==> config.mk <==
export PLATFORM = sky130hd
export DESIGN_NAME = pattern_gen
export DESIGN_NICKNAME = d
export VERILOG_FILES = /design/src/rtl/pattern_gen.sv
export SDC_FILE = /design/constraint.sdc
export NUM_CORES = 1
export LEC_CHECK = 0
export ABC_AREA = 0
export BUFFER_PORTS_ARGS = -buffer_cell sky130_fd_sc_hd__buf_4
export CORE_UTILIZATION = 58
export CTS_CLUSTER_SIZE = 10
export DETAILED_ROUTE_END_ITERATION = 16
export PLACE_DENSITY = 0.81
export SYNTH_ARGS = -nofsm -noshare
export SYNTH_HDL_FRONTEND = slang
export SYNTH_SLANG_ARGS = --single-unit
export TNS_END_PERCENT = 100
==> constraint.sdc <==
create_clock -name clk -period 2.9 [get_ports clk]
set_input_delay 0.435 -clock clk [delete_from_list [all_inputs] [get_ports clk]]
set_output_delay 0.435 -clock clk [all_outputs]
set_load 0.02 [all_outputs]
==> src/rtl/pattern_gen.sv <==
module pattern_gen #(
  parameter int W    = 32,
  parameter int SELW = 5,
  parameter int QLEN = 20,
  parameter int QTAP = 17,
  parameter int QRUN = 14
) (
  input  logic            clk,
  input  logic            rst_n,
  input  logic            en,
  input  logic [SELW-1:0] len_sel,
  input  logic [SELW-1:0] tap_sel,
  input  logic            rep_mode,
  input  logic            qrss_en,
  input  logic [W-1:0]    seed,
  input  logic            load,
  input  logic            invert,
  output logic            bit_out
);
  localparam logic [SELW-1:0] QN = SELW'(QLEN - 1);
  localparam logic [SELW-1:0] QY = SELW'(QTAP - 1);

  logic [W-1:0]    sr;
  logic [W-1:0]    win_mask;
  logic [SELW-1:0] c_len, c_tap, n_idx, y_idx;
  logic            c_rep, c_qrss, load_q;
  logic            load_rise, rep_eff, lock, fb, run_zero, raw;

  assign load_rise = load & ~load_q;
  assign rep_eff   = c_rep & ~c_qrss;
  assign n_idx     = c_qrss ? QN : c_len;
  assign y_idx     = c_qrss ? QY : c_tap;

  always_comb
    for (int i = 0; i < W; i++) win_mask[i] = (i <= int'(n_idx));

  assign lock     = ~rep_eff & ((sr & win_mask) == '0);
  assign fb       = sr[n_idx] ^ (rep_eff ? 1'b0 : sr[y_idx]);
  assign run_zero = c_qrss & (sr[QLEN-2 -: QRUN] == '0);
  assign raw      = sr[n_idx] | run_zero;
  assign bit_out  = raw ^ invert;

  always_ff @(posedge clk or negedge rst_n) begin
    if (!rst_n) begin
      sr     <= '1;
      load_q <= 1'b0;
      c_len  <= '0;
      c_tap  <= '0;
      c_rep  <= 1'b0;
      c_qrss <= 1'b0;
    end else begin
      load_q <= load;
      if (load_rise) begin
        c_len  <= len_sel;
        c_tap  <= tap_sel;
        c_rep  <= rep_mode;
        c_qrss <= qrss_en;
        sr     <= (rep_mode && !qrss_en) ? seed : '1;
      end else if (lock) begin
        sr <= '1;
      end else if (en) begin
        sr <= {sr[W-2:0], fb};
      end
    end
  end
endmodule

# [After elaboration in Yosys (flattened, before gate mapping)]
# Cells that the tools add are included.
[totals] ff_bits=45 input_bits=49 out_inout_bits=1 elab_cells=66
[classes] n_lt_le_gt_ge=33 mux=11 bitwise_logic=11 n_reduce_logical=5
[op_table] cell="2-to-1 mux 32 bit" n=4
[op_table] cell="<= comparator 5 bit (first input constant)" n=16
[op_table] cell="<= comparator 4 x 5 -> 1 bit (first input constant)" n=8
[op_table] cell="bitwise AND 32 bit" n=1
[op_table] cell="logical NOT 32 bit" n=1
[op_table] cell="<= comparator 3 x 5 -> 1 bit (first input constant)" n=4
[op_table] cell="logical NOT 14 bit" n=1
[op_table] cell="less-than comparator 5 x 6 -> 1 bit (second input constant)" n=2
[op_table] cell="binary-select mux 1 bit (select 5 bit)" n=2
[op_table] cell="<= comparator 2 x 5 -> 1 bit (first input constant)" n=2
[op_table] cell="2-to-1 mux 5 bit" n=2
[op_table] cell="<= comparator 1 x 5 -> 1 bit (first input constant)" n=1
[op_table] cell="bitwise AND 1 bit" n=4
[op_table] cell="2-to-1 mux 1 bit" n=3
[op_table] cell="NOT 1 bit" n=3
[op_table] cell="nonzero test 3 bit" n=1
[op_table] cell="XOR 1 bit" n=2
[op_table] cell="logical AND 1 bit" n=1
[op_table] cell="logical NOT 1 bit" n=1
[op_table] cell="OR 1 bit" n=1

# [Longest topological paths before layout]
[logic_depth] depth_word=8 depth_mapped=11 ltp_nobuf=8

# [Worst setup path before layout]
# Ideal clock, no wire load.
[synth_timing] path_kind="reg-to-output" start="register sr[12]" end="output bit_out" arrival_time_ns=2.093 setup_slack_ns=0.372 path_stages_with_launch=9 path_buffers=1 path_cell_list="dfstp_2 clkbuf_1 mux2_1 o221ai_1 a21oi_1 nor2_1 o41ai_1 a41oi_1 xnor2_1"
[synth_via] elab_chain_cells=4 elab_cells_between_ends=6
[synth_lines] item="from (decl)" line="23" rtl="logic [W-1:0] sr;"
[synth_lines] item="from (signal assigned)" line="58" rtl="sr <= (rep_mode && !qrss_en) ? seed : '1;"
[synth_lines] item="from (signal assigned)" line="62" rtl="sr <= {sr[W-2:0], fb};"
[synth_lines] item="binary-select mux 1 bit (select 5 bit) / logical NOT 14 bit (equally long branches)" line="40, 39"
[synth_lines] item="2-to-1 mux 1 bit (not written as such) / bitwise AND 1 bit (equally long branches)" line="40, 39"
[synth_lines] item="OR 1 bit (*)" line="40" rtl="assign raw = sr[n_idx] | run_zero;"
[synth_lines] item="XOR 1 bit (*)" line="41" rtl="assign bit_out = raw ^ invert;"
[synth_lines] item="to (decl)" line="18" rtl="output logic bit_out"
# Every way passes the cells marked *; elsewhere a longest branch is shown, timed or not. The select of a mux whose other input is x is not followed.

# [Final worst setup path]
[layout_timing] start="register c_len[1]" end="output bit_out"
[layout_via] elab_chain_cells=5
[layout_lines] item="from (decl)" line="25" rtl="logic [SELW-1:0] c_len, c_tap, n_idx, y_idx;"
[layout_lines] item="from (signal assigned)" line="54" rtl="c_len <= len_sel;"
[layout_lines] item="2-to-1 mux 5 bit" line="31" rtl="assign n_idx = c_qrss ? QN : c_len;"
[layout_lines] item="binary-select mux 1 bit (select 5 bit)" line="40"
[layout_lines] item="2-to-1 mux 1 bit (not written as such)" line="40"
[layout_lines] item="OR 1 bit" line="40"
[layout_lines] item="XOR 1 bit" line="41"
# Every way passes these cells. The select of a mux whose other input is x is not followed.

==> implementation parameters <==
Parameter                              Value

GRT
  Vias in the first global route ... 2,859
  Number of antenna violations at the first check in global routing ... 0
  Wire length of the first global-routing pass ... 15.0 mm
  Overall global routing resource usage ... 32.1%
  Residual overflow from global routing ... 0
  Maximum number of pins on one net before global-route repair ... 46

Power
  Power per unit of standard cell area ... 552 nW/µm²
  Peak supply drop ... 0.382 mV
  Switching power share of the total ... 36.0%
  Reported net switching power ... 766 µW
  Cell Int Power ... 1360 µW
  Logic pwr share ... 35.0%
  Clock network fraction of design power ... 19.9%
  Seq pwr share ... 45.1%
  Leakage power summed over all cells ... 0.00151 µW

Final layout
  N_diodes ... 0
  Final nets ... 434
  Finished layout cell area ... 3860 µm²
  Commonest non-fill, non-tap cell in the layout ... buf_4
  Most used cells in the layout excluding fill and tap cells ... buf_4 (63), a21oi_1 (44), nor2_1 (43), dfstp_2 (32), o2bb2ai_2 (21)
  Share of cells above drive strength 1 ... 40.2%
  Final core area utilization ... 69.6%
  Layout Area Growth over Synthesis ... 15.6%

Setup path
  Largest fanout on the critical path ... 26
  Critical Setup Path Class ... reg2out
  Critical path origin ... c_len[1]
  R2R Path Start ... c_len[4]
  Critical Path RT ... 2470 ps
  Sort of element at the end of the critical path ... output port
  Worst endpoint data arrival time ... 2350 ps
  Critical Path Start Type ... register

STA
  Max transition margin ... 61.6%
  Final critical path time including I/O delays and setup ... 2780 ps
  Final number of hold-violating endpoints ... 0
  Fin worst setup slack ... 118 ps
  Slew at the pin closest to its max-slew limit ... 575 ps
  Clock skew after layout ... 11.3 ps
  FMAX ... 360 MHz
  Final setup fails ... 0
  Setup repair after global routing missed its margin ... false
  Share of the clock period used by the worst path after layout ... 95.9%
  Final worst hold slack ... 138 ps
  Final-report max-slew violation count ... 0
  Sum Neg Setup Slack ... 0 ps

Job
  Max-capacitance violation count ... 0

Clock network
  CTS H-Tree Depth ... 2
  Root buf cell ... clkbuf_8
  TritonCTS buffer count ... 5
  Worst skew pair latency ... 300 ps
  TritonCTS clock tree ... done
  Hold-fix buffers at CTS ... 0
  Buffer depth of the longest clock path ... 2
  Clock-pin slew on the worst setup and hold paths ... 80 ps
  CTS sink cnt ... 45

Yosys
  Post-synthesis cell count ... 348
  Post-synth ARST share ... 100%
  Avg Inst Size Synth ... 9.59 µm²
  Seq/Total Area, Yosys ... 35.0%
  Flops & latches, synth ... 45
  Total nets after synthesis ... 397
  Number of warnings issued by yosys ... 0
  Area of the mapped netlist ... 3340 µm²
  Count of cell types in the netlist ... 55
  Count of flip-flops with a built-in enable after synthesis ... 0
  Most instantiated flip-flop cell in the synthesis netlist ... dfstp_2

Place
  Placed cell areas ... 3720 µm²
  Port Buffers ... 49
  DP HPWL ... 6.34 mm
  Weighted congestion reported at the end of routability-driven placement ... 0.984
  Placement-stage worst setup slack ... 374 ps

Worst hold path
  Hold/Removal Path Class ... in2async

Die
  Horizontal extent of the die ... 77.8 µm
  # IOs ... 50
  Core area ... 5540 µm²
  Height of the die ... 77.8 µm
  Initial core utilization ... 60.2%
  Die Outline Area ... 6060 µm²
  Number of core rows ... 27

Routing
  Number of vias per cell ... 6.70
  Remaining antenna violation count after routing ... 0
  Detailed-router iteration count before antenna repair ... 5
  DRC violation count after routing ... 0
  1st-iter DRT viols ... 370
  Per-cell routed wire length ... 20.0 µm
  Wire length after detailed routing ... 9.16 mm
  Vias ... 3,070

Run status
  Result of the run ... complete, no violations
## metrics by stage
| step | total power (µW) | cells |
|---|---|---|
| 6_report | 2130 | 458 |
| 5_1_grt | 2240 | 458 |
| 4_1_cts | 2100 | 457 |
| 3_5_place_dp | 1670 | 449 |
| 3_3_place_gp | 1660 | 449 |
| 2_1_floorplan | 1420 | 348 |
## critical path: stages, from the launching register on
cell and delay (ps):
dfrtp_1 400, buf_12 200, mux2_2 350, o22ai_1 170, o22ai_1 100, nor3_1 200, o41ai_2 130, a41oi_2 210
xnor2_1 140, buf_4 160
## layout make-up
type,instances,area (µm²)
Clock buffer,7,96.3
Tap cell,72,90.1
Multi-Input combinational cell,262,1950
Fill cell,452,1680
Timing Repair Buffer,66,533
Sequential cell,45,1170
Inverter,5,18.8
Clock inverter,1,5.00
## synthesized netlist by cell type, types with 2 or more instances
library cell | n | area share (%)
o211a_1 | 4 | 1.2
clkbuf_1 | 14 | 1.6
nor2_1 | 43 | 4.8
nor2b_1 | 8 | 1.5
a21o_1 | 4 | 0.90
nand2b_1 | 3 | 0.56
o21a_1 | 3 | 0.68
buf_2 | 10 | 1.5
o41ai_1 | 3 | 0.79
o2bb2ai_1 | 12 | 3.2
nand3_1 | 4 | 0.60
inv_1 | 5 | 0.56
nor3_1 | 8 | 1.2
a31oi_1 | 3 | 0.56
nand3b_1 | 2 | 0.45
o22ai_1 | 7 | 1.3
nor4_1 | 4 | 0.75
mux2i_1 | 5 | 1.5
o211ai_1 | 2 | 0.45
buf_6 | 9 | 3.0
o31ai_1 | 5 | 1.1
a311oi_1 | 3 | 0.79
mux4_2 | 3 | 2.0
nand2_1 | 9 | 1.0
a2bb2oi_1 | 2 | 0.53
o2111ai_1 | 2 | 0.53
a221oi_1 | 2 | 0.53
o2bb2ai_2 | 21 | 9.5
or2_1 | 2 | 0.38
o221ai_1 | 6 | 1.6
mux2_2 | 15 | 5.1
dfrtp_1 | 13 | 9.8
o21ai_0 | 13 | 2.0
a21oi_1 | 44 | 6.6
buf_4 | 3 | 0.68
dfstp_2 | 32 | 25
a41oi_1 | 2 | 0.53
## routing by layer
layer  global-route usage (%)  routed length, µm  up-vias
met3                     4.35                774       14
li1                         -                  -     1402
met4                     11.1                164        0
met1                     45.8               4030     1490
met2                     49.6               4200      164
met5                        0                  0        -
## worst paths after layout
path	end	slack [ps]	cells past startpoint
worst max-delay path	bit_out	120	9
worst min-delay path	c_len[0]	140	1
worst max register to register	sr[1]	370	9
worst min register to register	sr[31]	510	1
max in group asynchronous	c_qrss	2350	1
min in group clk	load_q	250	1
## cells by family after synthesis
family          share of synthesized area (%)
simple gates                             12.7
compound gates                           35.6
xor+xnor                                0.525
flops                                    35.0
buf+inv                                  7.35
mux                                      8.93
## flip-flops by register name, indices dropped and copies added, names as in the netlist
signal and count:
c_tap 5, c_qrss 1, sr 32, c_rep 1, load_q 1, c_len 5
## power by group through the flow
stage / Combinational (µW) / Sequential (µW) / Clock [µW]
floorplan: 558 / 865 / 0
global placement: 703 / 956 / 0
detailed placement: 713 / 958 / 0
CTS: 717 / 948 / 435
global route: 804 / 972 / 460
finish: 745 / 959 / 423
## repair_timing
action | in CTS | in global routing
endpoints found under the setup margin | 0 | 1
buffers inserted | 0 | 1
gates resized for setup | 0 | 4
(Power assumes the default switching activity.)
